<file path="src/rtl/chipLinkPkg.sv">
package chipLinkPkg;

  // strobes from transmit control to transmit datapath
  typedef struct packed {
    logic load;       // capture word, emit start marker
    logic sendData;   // emit next data bit
    logic sendParity; // emit parity bit
    logic sendGap;    // drive line low
  } txStrb_t;

  // strobes from receive control to receive datapath
  typedef struct packed {
    logic start;    // start marker seen, clear running parity
    logic shiftIn;  // take one data bit
    logic finish;   // parity bit present on the line
    logic accept;   // finished word may enter the output register
    logic clrReady; // consumer has taken the word
  } rxStrb_t;

  typedef enum logic {
    TX_IDLE,
    TX_SEND
  } txState_e;

  typedef enum logic [1:0] {
    RX_IDLE,
    RX_DATA,
    RX_PAR
  } rxState_e;

endpackage

</file>
<file path="src/rtl/chipLinkTxCtrl.sv">
module chipLinkTxCtrl
  import chipLinkPkg::*;
#(
  parameter int DATA_W    = 35,
  parameter int FRAME_LEN = 44
) (
  input  logic    clk,
  input  logic    rstN,
  input  logic    txWrite,
  output logic    txBusy,
  output txStrb_t strb
);

  localparam int CNT_W = $clog2(FRAME_LEN);
  localparam logic [CNT_W-1:0] LAST_SLOT = CNT_W'(FRAME_LEN - 1);
  localparam logic [CNT_W-1:0] DATA_END  = CNT_W'(DATA_W);
  localparam logic [CNT_W-1:0] PAR_SLOT  = CNT_W'(DATA_W + 1);

  txState_e        state;
  logic [CNT_W-1:0] slot;
  logic [CNT_W-1:0] nextSlot;

  assign nextSlot = slot + 1'b1;
  assign txBusy   = (state == TX_SEND);

  always_comb begin
    strb = '0;
    case (state)
      TX_IDLE: strb.load = txWrite;
      TX_SEND: begin
        if (slot == LAST_SLOT)        strb.sendGap    = 1'b1;
        else if (nextSlot <= DATA_END) strb.sendData   = 1'b1;
        else if (nextSlot == PAR_SLOT) strb.sendParity = 1'b1;
        else                           strb.sendGap    = 1'b1;
      end
      default: strb = '0;
    endcase
  end

  always_ff @(posedge clk) begin
    if (!rstN) begin
      state <= TX_IDLE;
      slot  <= '0;
    end else begin
      case (state)
        TX_IDLE: begin
          slot <= '0;
          if (txWrite) state <= TX_SEND;
        end
        TX_SEND: begin
          if (slot == LAST_SLOT) begin
            state <= TX_IDLE;
            slot  <= '0;
          end else begin
            slot <= nextSlot;
          end
        end
        default: state <= TX_IDLE;
      endcase
    end
  end

endmodule

</file>
<file path="src/rtl/chipLinkTxPath.sv">
module chipLinkTxPath
  import chipLinkPkg::*;
#(
  parameter int DATA_W = 35
) (
  input  logic              clk,
  input  logic              rstN,
  input  txStrb_t           strb,
  input  logic [DATA_W-1:0] txData,
  output logic              txSer
);

  logic [DATA_W-1:0] shReg;
  logic              parBit;

  always_ff @(posedge clk) begin
    if (!rstN) begin
      shReg  <= '0;
      parBit <= 1'b0;
      txSer  <= 1'b0;
    end else if (strb.load) begin
      shReg  <= txData;
      parBit <= ^txData;
      txSer  <= 1'b1;
    end else if (strb.sendData) begin
      txSer <= shReg[DATA_W-1];
      shReg <= {shReg[DATA_W-2:0], 1'b0};
    end else if (strb.sendParity) begin
      txSer <= parBit;
    end else if (strb.sendGap) begin
      txSer <= 1'b0;
    end
  end

endmodule

</file>
<file path="src/rtl/chipLinkRxCtrl.sv">
module chipLinkRxCtrl
  import chipLinkPkg::*;
#(
  parameter int DATA_W = 35
) (
  input  logic    clk,
  input  logic    rstN,
  input  logic    rxSer,
  input  logic    rxRead,
  input  logic    rxReady,
  output rxStrb_t strb
);

  localparam int CNT_W = $clog2(DATA_W);
  localparam logic [CNT_W-1:0] LAST_BIT = CNT_W'(DATA_W - 1);

  rxState_e         state;
  logic [CNT_W-1:0] bitCnt;

  always_comb begin
    strb          = '0;
    strb.clrReady = rxReady & rxRead;
    case (state)
      RX_IDLE: strb.start   = rxSer;
      RX_DATA: strb.shiftIn = 1'b1;
      RX_PAR: begin
        strb.finish = 1'b1;
        strb.accept = ~rxReady | rxRead;
      end
      default: ;
    endcase
  end

  always_ff @(posedge clk) begin
    if (!rstN) begin
      state  <= RX_IDLE;
      bitCnt <= '0;
    end else begin
      case (state)
        RX_IDLE: begin
          bitCnt <= '0;
          if (rxSer) state <= RX_DATA;
        end
        RX_DATA: begin
          if (bitCnt == LAST_BIT) state <= RX_PAR;
          bitCnt <= bitCnt + 1'b1;
        end
        RX_PAR:  state <= RX_IDLE;
        default: state <= RX_IDLE;
      endcase
    end
  end

endmodule

</file>
<file path="src/rtl/chipLinkRxPath.sv">
module chipLinkRxPath
  import chipLinkPkg::*;
#(
  parameter int DATA_W = 35
) (
  input  logic              clk,
  input  logic              rstN,
  input  rxStrb_t           strb,
  input  logic              rxSer,
  output logic [DATA_W-1:0] rxData,
  output logic              rxReady,
  output logic              rxParityErr,
  output logic              rxOverrun
);

  logic [DATA_W-1:0] shReg;
  logic              runPar;
  logic              mismatch;

  assign mismatch = runPar ^ rxSer;

  always_ff @(posedge clk) begin
    if (!rstN) begin
      shReg  <= '0;
      runPar <= 1'b0;
    end else if (strb.start) begin
      runPar <= 1'b0;
    end else if (strb.shiftIn) begin
      shReg  <= {shReg[DATA_W-2:0], rxSer};
      runPar <= runPar ^ rxSer;
    end
  end

  always_ff @(posedge clk) begin
    if (!rstN) begin
      rxData      <= '0;
      rxReady     <= 1'b0;
      rxParityErr <= 1'b0;
      rxOverrun   <= 1'b0;
    end else begin
      if (strb.finish && strb.accept) begin
        rxData  <= shReg;
        rxReady <= 1'b1;
        if (mismatch) rxParityErr <= 1'b1;
      end else if (strb.clrReady) begin
        rxReady <= 1'b0;
      end
      if (strb.finish && !strb.accept) rxOverrun <= 1'b1;
    end
  end

endmodule

</file>
<file path="src/rtl/chipLinkXfer.sv">
module chipLinkXfer
  import chipLinkPkg::*;
#(
  parameter int DATA_W    = 35,
  parameter int FRAME_LEN = 44
) (
  input  logic              clk,
  input  logic              rstN,
  input  logic              txWrite,
  input  logic [DATA_W-1:0] txData,
  output logic              txBusy,
  output logic              txSer,
  input  logic              rxSer,
  input  logic              rxRead,
  output logic [DATA_W-1:0] rxData,
  output logic              rxReady,
  output logic              rxParityErr,
  output logic              rxOverrun
);

  txStrb_t txStrb;
  rxStrb_t rxStrb;

  chipLinkTxCtrl #(.DATA_W(DATA_W), .FRAME_LEN(FRAME_LEN)) i_txCtrl (
    .clk(clk), .rstN(rstN), .txWrite(txWrite), .txBusy(txBusy), .strb(txStrb)
  );

  chipLinkTxPath #(.DATA_W(DATA_W)) i_txPath (
    .clk(clk), .rstN(rstN), .strb(txStrb), .txData(txData), .txSer(txSer)
  );

  chipLinkRxCtrl #(.DATA_W(DATA_W)) i_rxCtrl (
    .clk(clk), .rstN(rstN), .rxSer(rxSer), .rxRead(rxRead),
    .rxReady(rxReady), .strb(rxStrb)
  );

  chipLinkRxPath #(.DATA_W(DATA_W)) i_rxPath (
    .clk(clk), .rstN(rstN), .strb(rxStrb), .rxSer(rxSer), .rxData(rxData),
    .rxReady(rxReady), .rxParityErr(rxParityErr), .rxOverrun(rxOverrun)
  );

endmodule

</file>
<file path="config.mk">
export PLATFORM = sky130hd
export DESIGN_NAME = chipLinkXfer
export DESIGN_NICKNAME = d
export VERILOG_FILES = /design/src/rtl/chipLinkPkg.sv /design/src/rtl/chipLinkTxCtrl.sv /design/src/rtl/chipLinkTxPath.sv /design/src/rtl/chipLinkRxCtrl.sv /design/src/rtl/chipLinkRxPath.sv /design/src/rtl/chipLinkXfer.sv
export SDC_FILE = /design/constraint.sdc
export NUM_CORES = 1
export LEC_CHECK = 0
export CAP_MARGIN = 20
export CORE_ASPECT_RATIO = 1.1
export CORE_UTILIZATION = 48
export DETAILED_ROUTE_END_ITERATION = 8
export GPL_TIMING_DRIVEN = 1
export PLACE_DENSITY_LB_ADDON = 0.15
export SETUP_SLACK_MARGIN = 0.4
export SLEW_MARGIN = 10
export SYNTH_ARGS = -nofsm -noshare
export SYNTH_HDL_FRONTEND = slang
export SYNTH_SLANG_ARGS = --single-unit
</file>
<file path="constraint.sdc">
create_clock -name clk -period 3.9 [get_ports clk]
set_input_delay 0.78 -clock clk [delete_from_list [all_inputs] [get_ports clk]]
set_output_delay 0.78 -clock clk [all_outputs]
set_load 0.03 [all_outputs]
</file>
==> metrics <==
min Tclk post-route between 2000 and 2500 ps; port bufs about 80; area share of the largest cell type after synthesis about half; layout cells sized above 1 between 6 and 7%; root buf cell clkbuf_16; Slew Viols, Final 0; RSZ-0062 raised after global routing no; WP buf/inv 1; Placed Area ~5900 sq um; final worst-path cycle share around 58%; Pint approximately 2400 uW; die area between 10000 and 15000 sq um; placed instance count approximately 830; switching power total between 700 and 800 uW; Setup Skew 12.12 ps; most frequent cells in the layout nand2_1, dfxtp_1, clkdlybuf4s50_1; Slew HR 54.89%; chip height 110 um; initial DRC count 128; Net Sw Frac a little under a quarter; clock power share about half; Worst Reg2Reg Path Length in Cells 7; Leakage between 0.002 and 0.0025 uW; vias in the first global route 4029; Avg Synthesized Cell Area between 7 and 8 sq um; final non-filler cell total between 800 and 900; Synth cell types 31; Rows 39; ant diodes 0; routed length per instance ~12 um; Layout Area Growth over Synthesis 28.56%; Post-DRT Antenna Nets 0; worst min path class reg -> reg; FF-to-FF Start i_txCtrl.slot[0]; FF-to-FF setup slack 1730 ps; crit-path max FO 3; RD Place Congestion around 0.78; CP Cell Sequence clkdlybuf4s50_1; CTS Hold Bufs 0; drt via density roughly 5.1; Pwr Density 486.5 nW/um^2; Die X-Extent ~100 um; RR Endpoint i_txPath.shReg[28]; Top Ports 80; leading area contributor after synthesis dfxtp_1; worst-margin pin slew approximately 680 ps; filler instances about 950; Worst path top cell family by delay buffers and inverters; beginning of the worst hold path i_rxPath.rxData[21]; Fin Setup TNS 0 ps; Starting Density approximately 49%; initial antenna violation count 0; Initial DRT Pass Iterations 5; Final Setup Violations 0; Design Area, Final 6544 sq um; # DRC 0; Critical Path Max Stage Delay ~690 ps; fmax 443.1 MHz; VDD IR max 388.4 uV; H-Tree Depth 4; crit path max-delay cell type clkdlybuf4s50_1; setup bufs post-CTS 0; ys async rst share 0%; Max-Cap Viols 0; clock tree buffer depth 2; routed wire length around 11000 um; post-synthesis net count approximately 700; final hold violation count 0; GRT overflow 0; Yosys warnings 0; sequential share of power between 40 and 50%; fin util 63.26%; CP endpoint kind output pin; Main synth FF type dfxtp_1; global-route wire length before repair ~17000 um; combinational power share a little under a tenth; cell area after synthesis ~5100 sq um; total power roughly 3200 uW; total CTS buffers 17; Synth area leaders dfxtp_1, nand2_1, a21oi_1; kind of critical path reg -> out; hold-critical path endpoint i_rxPath.rxData[21]; sequential element share of the synthesized area 49.56%; status complete, no violations; commonest non-fill, non-tap cell in the layout nand2_1; Critical Path RT between 3000 and 4000 ps; Vias between 4000 and 5000; DP HPWL 6924 um; Worst EP arrival about 1500 ps; Syn Inst Count 641; CTS Sinks 126; number of flops mapped to enable cells by yosys 0; Worst-path clk slew ~50 ps; WHS Path Cells 2; Final nets ~750; core area 10340 sq um; #FFs+latches synth between 100 and 150; worst skew pair latency slightly above 400 ps; GRT Util Overall about a fifth; largest net degree at the start of global routing between 50 and 60; clock tree from TritonCTS built; CTS resizes 0; crit start category flop
stage by stage:
stage	hold slack, ps	worst slack (ps)
floorplan	432.2	1972
global placement	443.0	1371
detailed placement	446.4	1358
CTS	454.0	1617
global route	471.2	1514
finish	451.4	1643
Yosys cell counts (2+ instances only):
| library cell | instances |
|---|---|
| nor2b_1 | 5 |
| nor2_1 | 23 |
| buf_6 | 4 |
| and3_1 | 4 |
| nand3_1 | 9 |
| and2_1 | 2 |
| clkbuf_1 | 33 |
| o21ai_0 | 38 |
| inv_1 | 4 |
| nor3_1 | 2 |
| buf_2 | 6 |
| ha_1 | 5 |
| nand2b_1 | 4 |
| nand2_1 | 212 |
| a31oi_1 | 35 |
| a21oi_1 | 77 |
| xor2_1 | 10 |
| dfxtp_1 | 126 |
| xnor2_1 | 30 |
registers in the layout (all words and copies together) (netlist names):
name	cells
i_txCtrl.slot	6
i_rxPath.rxReady	1
i_rxPath.shReg	35
i_rxCtrl.bitCnt	6
i_txPath.parBit	1
i_txPath.txSer	1
i_rxPath.runPar	1
i_txCtrl.txBusy	1
i_txPath.shReg	35
i_rxPath.rxData	35
i_rxPath.rxOverrun	1
i_rxCtrl.state	2
i_rxPath.rxParityErr	1
power groups by stage:
stage / Combinational, uW / Clock [uW] / Sequential [uW]
CTS: 293 / 1560 / 1360
floorplan: 205 / 0 / 1380
detailed placement: 291 / 0 / 1390
global route: 321 / 1620 / 1370
finish: 292 / 1530 / 1360
global placement: 288 / 0 / 1390
routing by layer:
layer  track usage (%)  part of all wire [%]  vias to the layer above  wire, um
met5                 0                     0                        -         0
met4             7.350                  0.80                        0        84
met3             5.927                   4.0                        9       422
met2             36.01                    50                      107      5254
met1             22.28                    45                     2049      4747
li1                  -                     -                     2253         -
cells by family (layout without fill, tap and decap cells):
| family | after synthesis | count (layout) | share of synthesized area [%] |
|---|---|---|---|
| buffers and inverters | 48 | 126 | 4.277 |
| flip-flops | 126 | 126 | 49.56 |
| AO/OA/AOI/OAI | 156 | 156 | 16.67 |
| adder cells (fa/ha/maj) | 5 | 5 | 1.229 |
| XOR/XNOR | 41 | 41 | 7.325 |
| AND/OR/NAND/NOR | 265 | 265 | 20.94 |
layout make-up:
cell class                      count  area, sq um  share of cell area, %
Timing Repair Buffer               89        885.9                  13.54
Inverter                            5        18.77                 0.2868
Sequential cell                   126         2522                  38.55
Multi-Input combinational cell    467         2355                  35.98
Tap cell                          143        178.9                  2.734
Clock buffer                       18        439.2                  6.711
Clock inverter                     14        143.9                  2.199
how the worst max path moves through the flow:
stage,start,endpoint,slack (ps),depth (start not counted)
after floorplan,txData[4],i_txPath.parBit,1970,6
after global placement,rstN,i_rxPath.rxParityErr,1370,5
after detailed placement,rstN,i_rxPath.shReg[32],1360,5
after CTS,i_txCtrl.txBusy,txBusy,1620,1
after global routing,i_txCtrl.slot[0],i_txPath.shReg[26],1510,7
final,i_txCtrl.txBusy,txBusy,1640,1
Power figures use the tool's default switching activity.
